File: config.mk
export PLATFORM = sky130hd
export DESIGN_NAME = byte_shift_unit
export DESIGN_NICKNAME = d
export VERILOG_FILES = /design/src/rtl/bshift_pkg.sv /design/src/rtl/bshift_ctrl.sv /design/src/rtl/bshift_dp.sv /design/src/rtl/byte_shift_unit.sv
export SDC_FILE = /design/constraint.sdc
export NUM_CORES = 1
export LEC_CHECK = 0
export ABC_AREA = 1
export BUFFER_PORTS_ARGS = -buffer_cell sky130_fd_sc_hd__buf_2
export CAP_MARGIN = 10
export CORE_UTILIZATION = 56
export CTS_CLUSTER_SIZE = 8
export DETAILED_ROUTE_END_ITERATION = 7
export PLACE_DENSITY = 0.88
export SYNTH_ARGS = -nofsm -noshare
export SYNTH_HDL_FRONTEND = slang
export SYNTH_SLANG_ARGS = --single-unit
File: constraint.sdc
create_clock -name clk -period 3.9 [get_ports clk]
set_input_delay 0.585 -clock clk [delete_from_list [all_inputs] [get_ports clk]]
set_output_delay 0.585 -clock clk [all_outputs]
set_load 0.005 [all_outputs]
File: src/rtl/bshift_pkg.sv
package bshift_pkg;

  typedef struct packed {
    logic circ;
    logic pair;
    logic right;
  } shiftMode_t;

  typedef struct packed {
    logic load;
    logic step;
  } dpStrobe_t;

  typedef enum logic {
    ST_IDLE = 1'b0,
    ST_RUN  = 1'b1
  } ctlState_t;

endpackage

File: src/rtl/bshift_ctrl.sv
module bshift_ctrl
  import bshift_pkg::*;
#(
  parameter int REG_BYTES = 5,
  parameter int CNT_W     = 12
) (
  input  logic             clk,
  input  logic             rstN,
  input  logic             start,
  input  logic             circIn,
  input  logic             pairIn,
  input  logic             cntSign,
  input  logic [CNT_W-1:0] cntMag,
  output dpStrobe_t        strobe,
  output logic             busy,
  output logic             done,
  output logic             err
);

  localparam int PAIR_BYTES = 2 * REG_BYTES;
  localparam int STEP_W     = $clog2(PAIR_BYTES + 1);

  ctlState_t         state;
  logic [STEP_W-1:0] remaining;
  logic [STEP_W-1:0] stepsNext;
  logic              cntNeg;
  logic              accept;

  assign cntNeg = cntSign && (cntMag != '0);
  assign accept = start && (state == ST_IDLE);

  // number of single-byte steps for the request being offered
  always_comb begin
    if (cntNeg) begin
      stepsNext = '0;
    end else if (circIn) begin
      stepsNext = STEP_W'(cntMag % CNT_W'(PAIR_BYTES));
    end else if (pairIn) begin
      stepsNext = (cntMag >= CNT_W'(PAIR_BYTES)) ? STEP_W'(PAIR_BYTES) : STEP_W'(cntMag);
    end else begin
      stepsNext = (cntMag >= CNT_W'(REG_BYTES)) ? STEP_W'(REG_BYTES) : STEP_W'(cntMag);
    end
  end

  assign strobe.load = accept;
  assign strobe.step = (state == ST_RUN);
  assign busy        = (state == ST_RUN);

  always_ff @(posedge clk or negedge rstN) begin
    if (!rstN) begin
      state     <= ST_IDLE;
      remaining <= '0;
      done      <= 1'b0;
      err       <= 1'b0;
    end else begin
      done <= 1'b0;
      if (accept) begin
        err <= cntNeg;
        if (stepsNext == '0) begin
          done <= 1'b1;
        end else begin
          state     <= ST_RUN;
          remaining <= stepsNext;
        end
      end else if (state == ST_RUN) begin
        remaining <= remaining - 1'b1;
        if (remaining == STEP_W'(1)) begin
          state <= ST_IDLE;
          done  <= 1'b1;
        end
      end
    end
  end

endmodule

File: src/rtl/bshift_dp.sv
module bshift_dp
  import bshift_pkg::*;
#(
  parameter int BYTE_W    = 6,
  parameter int REG_BYTES = 5
) (
  input  logic                          clk,
  input  logic                          rstN,
  input  dpStrobe_t                     strobe,
  input  shiftMode_t                    modeIn,
  input  logic                          aSignIn,
  input  logic [BYTE_W*REG_BYTES-1:0]   aMagIn,
  input  logic                          xSignIn,
  input  logic [BYTE_W*REG_BYTES-1:0]   xMagIn,
  output logic                          aSignOut,
  output logic [BYTE_W*REG_BYTES-1:0]   aMagOut,
  output logic                          xSignOut,
  output logic [BYTE_W*REG_BYTES-1:0]   xMagOut
);

  localparam int PAIR_BYTES = 2 * REG_BYTES;
  localparam int WORD_W     = BYTE_W * REG_BYTES;

  logic [PAIR_BYTES-1:0][BYTE_W-1:0] curB;
  logic [BYTE_W-1:0]                 stepB [PAIR_BYTES];
  shiftMode_t                        modeR;
  logic                              pairLike;

  assign pairLike = modeR.pair || modeR.circ;

  // one byte position of movement per step; index 0 is the lowest byte of X
  for (genvar gi = 0; gi < PAIR_BYTES; gi++) begin : g_byte
    logic [BYTE_W-1:0] fromBelow;
    logic [BYTE_W-1:0] fromAbove;

    if (gi == 0) begin : g_low
      assign fromBelow = modeR.circ ? curB[PAIR_BYTES-1] : '0;
    end else if (gi == REG_BYTES) begin : g_seam
      assign fromBelow = pairLike ? curB[gi-1] : '0;
    end else begin : g_mid
      assign fromBelow = curB[gi-1];
    end

    if (gi == PAIR_BYTES - 1) begin : g_top
      assign fromAbove = modeR.circ ? curB[0] : '0;
    end else begin : g_inner
      assign fromAbove = curB[gi+1];
    end

    if (gi < REG_BYTES) begin : g_xhalf
      assign stepB[gi] = !pairLike ? curB[gi] : (modeR.right ? fromAbove : fromBelow);
    end else begin : g_ahalf
      assign stepB[gi] = modeR.right ? fromAbove : fromBelow;
    end
  end

  always_ff @(posedge clk or negedge rstN) begin
    if (!rstN) begin
      curB     <= '0;
      modeR    <= '0;
      aSignOut <= 1'b0;
      xSignOut <= 1'b0;
    end else if (strobe.load) begin
      curB     <= {aMagIn, xMagIn};
      modeR    <= modeIn;
      aSignOut <= aSignIn;
      xSignOut <= xSignIn;
    end else if (strobe.step) begin
      for (int j = 0; j < PAIR_BYTES; j++) begin
        curB[j] <= stepB[j];
      end
    end
  end

  assign aMagOut = curB[PAIR_BYTES-1:REG_BYTES];
  assign xMagOut = WORD_W'(curB[REG_BYTES-1:0]);

endmodule

File: src/rtl/byte_shift_unit.sv
module byte_shift_unit
  import bshift_pkg::*;
#(
  parameter int BYTE_W    = 6,
  parameter int REG_BYTES = 5,
  parameter int CNT_W     = 12
) (
  input  logic                        clk,
  input  logic                        rstN,
  input  logic                        start,
  input  logic [2:0]                  modeSel,
  input  logic                        aSignIn,
  input  logic [BYTE_W*REG_BYTES-1:0] aMagIn,
  input  logic                        xSignIn,
  input  logic [BYTE_W*REG_BYTES-1:0] xMagIn,
  input  logic                        cntSign,
  input  logic [CNT_W-1:0]            cntMag,
  output logic                        busy,
  output logic                        done,
  output logic                        err,
  output logic                        aSignOut,
  output logic [BYTE_W*REG_BYTES-1:0] aMagOut,
  output logic                        xSignOut,
  output logic [BYTE_W*REG_BYTES-1:0] xMagOut
);

  shiftMode_t modeS;
  dpStrobe_t  strobe;

  assign modeS = shiftMode_t'(modeSel);

  bshift_ctrl #(
    .REG_BYTES (REG_BYTES),
    .CNT_W     (CNT_W)
  ) ctrl_i (
    .clk     (clk),
    .rstN    (rstN),
    .start   (start),
    .circIn  (modeS.circ),
    .pairIn  (modeS.pair),
    .cntSign (cntSign),
    .cntMag  (cntMag),
    .strobe  (strobe),
    .busy    (busy),
    .done    (done),
    .err     (err)
  );

  bshift_dp #(
    .BYTE_W    (BYTE_W),
    .REG_BYTES (REG_BYTES)
  ) dp_i (
    .clk      (clk),
    .rstN     (rstN),
    .strobe   (strobe),
    .modeIn   (modeS),
    .aSignIn  (aSignIn),
    .aMagIn   (aMagIn),
    .xSignIn  (xSignIn),
    .xMagIn   (xMagIn),
    .aSignOut (aSignOut),
    .aMagOut  (aMagOut),
    .xSignOut (xSignOut),
    .xMagOut  (xMagOut)
  );

endmodule

==> results.md <==
- The flow ran to the end, but the final reports show violations.
- The checks that failed: negative setup slack.
- The overall via count from detail_route is approximately 5700.
- The count of nets after finishing is roughly 890.
- Subtracting the final worst setup slack from the clock period gives between 4 and 5 ns.
- The floorplan has 32 rows.
- The cell with the biggest individual delay on the critical path is sky130_fd_sc_hd__o211ai_1.
- In the routed design, unresolved DRC markers number 0.
- Of the available clock period, the critical path in the final layout requires 115%.
- The areal power density over the cells is 845 nW/µm².
- The worst setup path is launched from a primary input.
- After clock tree synthesis, the clock-pin slew on the worst setup and hold paths is approximately 0.08 ns.
- The number of I/O pins is between 100 and 150.
- The share of final-layout standard cells stronger than drive strength 1 is 37.5%.
- The worst-case headroom to the max-slew limit is 19.8%.
- In the global route stage, overall resource usage came out at between 30 and 40%.
- For this run the aggregate overflow at the end of global routing stands at 0.
- The total routed wirelength is 16900 µm.
- The congestion estimate from routability-driven global placement came to between 0.9 and 1.
- The cell chosen for the clock root is sky130_fd_sc_hd__clkbuf_8.
- The number of cells in the design after placement is between 800 and 900.
- Summing the areas of all compound-gate instances in the mapped netlist gives a little under a quarter of the synthesized area.
- Along the worst path, the maximum fanout reaches 6.
- The die area is about 8600 µm².
- The data arrival time of the critical path is ~4.7 ns.
- The worst supply voltage drop on vdd is approximately 0.00052 V.
- The total count of hold-check failures in the final report was 0.
- The floorplan step set the die height to approximately 93 µm.
- The total of warnings raised by yosys is 0.
- The mean post-synth cell area is 7.21 µm².
- The type of the most critical hold path is primary input to async pin.
- The average wire per standard cell is around 18 µm.
- The number of vias per cell is around 6.2.
- After legalization and detailed placement, the total HPWL measured between 10000 and 15000 µm.
- The filler cell count is 550.
- Setup repair after global routing could not meet its margin everywhere.
- Measured in cells, the most critical reg-to-reg path has a length of 7.
- The xor-xnor portion of the synthesized cell area is less than 1%.
- Entering global routing, the biggest net connects 56 pins.
- After Yosys synthesis, full adders, half adders and majority gates account for less than 1% of the synthesized area.
- The number of antenna violations at the first check in global routing came to 0.
- For this design, the sink count on the clock tree is 72.
- The maximum achievable frequency is about 0.22 GHz.
- When the netlist entered floorplanning its net count stood at 721.
- The first global-routing pass estimated roughly 25000 µm of wire.
- The maximum level of the CTS H-tree is 3.
- The final cell count without fillers is between 900 and 1000.
- The delay of the slowest cell on the worst path is ~0.32 ns.
- After synthesis, the largest family of logic cells by area is simple AND/OR/NAND/NOR gates.
- The clock buffer count from CTS is 9.
- The initial core utilization is 58.5%.
- Setup violations remaining at the end of the flow were counted as 6.
- For the worst-skew pair, the clock arrives at the later sink with an insertion delay of between 0.3 and 0.4 ns.
- The count of nets left with antenna violations once routing finished came out at 0.
- The synthesis-to-finish area growth is 35.0%.
- Sequential elements use about two fifths of the synthesized area.
- The post-synthesis instance area is ~4600 µm².
- The leakage power is 3.13 nW.
- The total of buffers placed on input and output ports is 145.
- The kind of end point of the critical path is a flop.
- In this run the deepest clock path goes through 2 buffers.
- The initial DRC count is approximately 500.
- The instance area after placement is 5570 µm².
- The number of global-route vias before repair was 4983.
- By instance count, the cell type seen most on the critical path is sky130_fd_sc_hd__nand2_2.
- The gate count after technology mapping is 637.
- The worst clock skew is between 0.01 and 0.015 ns.
- The distinct cell type count after synthesis is 34.
- The final count of pins violating max slew is 0.
- The slack of the critical path is -0.570 ns.
- Summing all non-filler instances in the final layout gives an area of slightly above 6000 µm².
- The critical path is of the primary input to flop type.
- The tool flagged a number of max-cap violations equal to 0.
- After synthesis, the share of cell area in mux cells is 0%.
- TritonCTS built the clock tree.
- After Yosys synthesis, and, or, nand and nor cells account for between 20 and 30% of the synthesized area.
- OpenSTA, run right after detailed placement, puts the worst setup slack at -0.754 ns.
- The first detailed-routing pass ran for 5 iterations.
- At the pin with the least slew margin, the transition time is between 1 and 1.5 ns.
- The antenna cell count is 0.
- The number of synthesized register bits is a little over 70.
- Data on the critical path is required at its endpoint by just over 4 ns.
- The core region is slightly below 8000 µm².
- The die is between 90 and 100 µm wide.
==> cells in the mapped netlist (all sizes together) <==
cell,count,share of area [%]
nand2,184,18
dfrtp,72,39
inv,69,5.6
o21ai,65,7.1
nand3,56,6.9
nor2,43,3.6
a21oi,34,3.8
o22ai,31,4.2
clkbuf,25,2.0
o211ai,13,2.1
a32oi,6,1.1
o221ai,6,1.1
buf,4,0.41
a221oi,3,0.57
a22oi,3,0.49
ha,3,0.82
nand4,3,0.41
nor3,3,0.33
o2111ai,3,0.57
o31ai,3,0.49
a31oi,2,0.27
nand3b,2,0.33
clkinv,1,0.082
o21bai,1,0.41
o22a,1,0.19
xor2,1,0.19
==> registers in the layout (all words and copies together), names as in the netlist <==
register	count
ctrl_i.busy	1
ctrl_i.done	1
ctrl_i.err	1
ctrl_i.remaining	4
dp_i.aSignOut	1
dp_i.g_byte.fromAbove	54
dp_i.g_byte.fromBelow	6
dp_i.modeR	3
dp_i.xSignOut	1
==> worst max-delay path: cells and delay by family <==
family,cells,cell delay [ns]
adder cells (fa/ha/maj),1,0.15
buffers and inverters,6,0.57
AND/OR/NAND/NOR,28,2.54
AO/OA/AOI/OAI,3,0.84
==> power breakdown <==
group / switching [W] / internal, W / total [W]
logic: 0.00192 / 0.00121 / 0.00313
registers: 0.000397 / 0.00115 / 0.00155
clock network: 0.000289 / 0.000263 / 0.000552
==> through the flow <==
stage / hold WS [ns] / total power (W) / utilization, % / setup TNS, ns
final: 0.238 / 0.00524 / 79.0 / -3.20
after global placement: 0.453 / 0.00414 / 71.0 / -2.09
after floorplan: 0.289 / 0.00326 / - / -0.399
after detailed placement: 0.464 / 0.00427 / 71.0 / -4.10
after global routing: 0.289 / 0.00558 / 79.0 / -4.87
after CTS: 0.265 / 0.00498 / 76.3 / -1.18
==> final cells by class <==
| class | instances | area (µm²) | area share [%] |
|---|---|---|---|
| clock buffer | 11 | 151 | 2.44 |
| clock inverter | 4 | 28.8 | 0.464 |
| inverter | 70 | 272 | 4.38 |
| multi-input combinational | 466 | 2750 | 44.3 |
| sequential | 72 | 1800 | 29.1 |
| tap | 102 | 128 | 2.06 |
| timing repair buffer | 188 | 1070 | 17.3 |
==> layout by cell type, fill, tap and decap left out, types with 6 or more instances in the layout <==
cell type                  Yosys  final
sky130_fd_sc_hd__buf_2         0    142
sky130_fd_sc_hd__nand2_1     149    127
sky130_fd_sc_hd__dfrtp_1      72     72
sky130_fd_sc_hd__o21ai_0      63     62
sky130_fd_sc_hd__inv_1        60     54
sky130_fd_sc_hd__buf_4         1     44
sky130_fd_sc_hd__nand3_1      49     39
sky130_fd_sc_hd__nor2_1       42     39
sky130_fd_sc_hd__a21oi_1      33     33
sky130_fd_sc_hd__o22ai_1      31     31
sky130_fd_sc_hd__nand2_2      29     30
sky130_fd_sc_hd__nand2_4       6     27
sky130_fd_sc_hd__o211ai_1     13     13
sky130_fd_sc_hd__inv_2         9     12
sky130_fd_sc_hd__nand3_2       7     11
sky130_fd_sc_hd__clkbuf_8      0     11
sky130_fd_sc_hd__nand3_4       0      6
sky130_fd_sc_hd__o221ai_1      6      6
sky130_fd_sc_hd__a32oi_1       6      6
==> cell families (layout without fill, tap and decap cells) <==
group	after synthesis	count (layout)
fa+ha+maj	3	3
simple gates	291	291
compound gates	171	171
flops	72	72
buf+inv	99	273
xor+xnor	1	1
==> worst paths after layout <==
path | slack [ns] | end | start
max in group asynchronous | 2.63 | ctrl_i.remaining[0] | rstN
max | -0.57 | ctrl_i.remaining[2] | cntMag[10]
max reg2reg | 0.83 | dp_i.g_byte[3].fromAbove[0] | ctrl_i.busy
min in group clk | 0.44 | dp_i.xSignOut | xSignIn
min reg2reg | 0.49 | dp_i.aSignOut | dp_i.aSignOut
min | 0.24 | dp_i.g_byte[5].fromAbove[2] | rstN
==> layer usage <==
layer	wire, µm	part of all wire [%]	vias to the layer above	GRT usage, %
li1	-	-	2497	-
met1	6200	37	2661	48.4
met2	8110	48	437	60.0
met3	1790	11	86	7.47
met4	742	4.4	0	13.8
met5	0	0	-	0
==> what timing repair did <==
action	in CTS	in global routing
hold buffers	0	0
setup buffers	11	8
endpoints found under the setup margin	6	6
gates resized for setup	37	37
pin swaps	32	29
hold endpoints to repair	0	0
(Power assumes the default switching activity.)
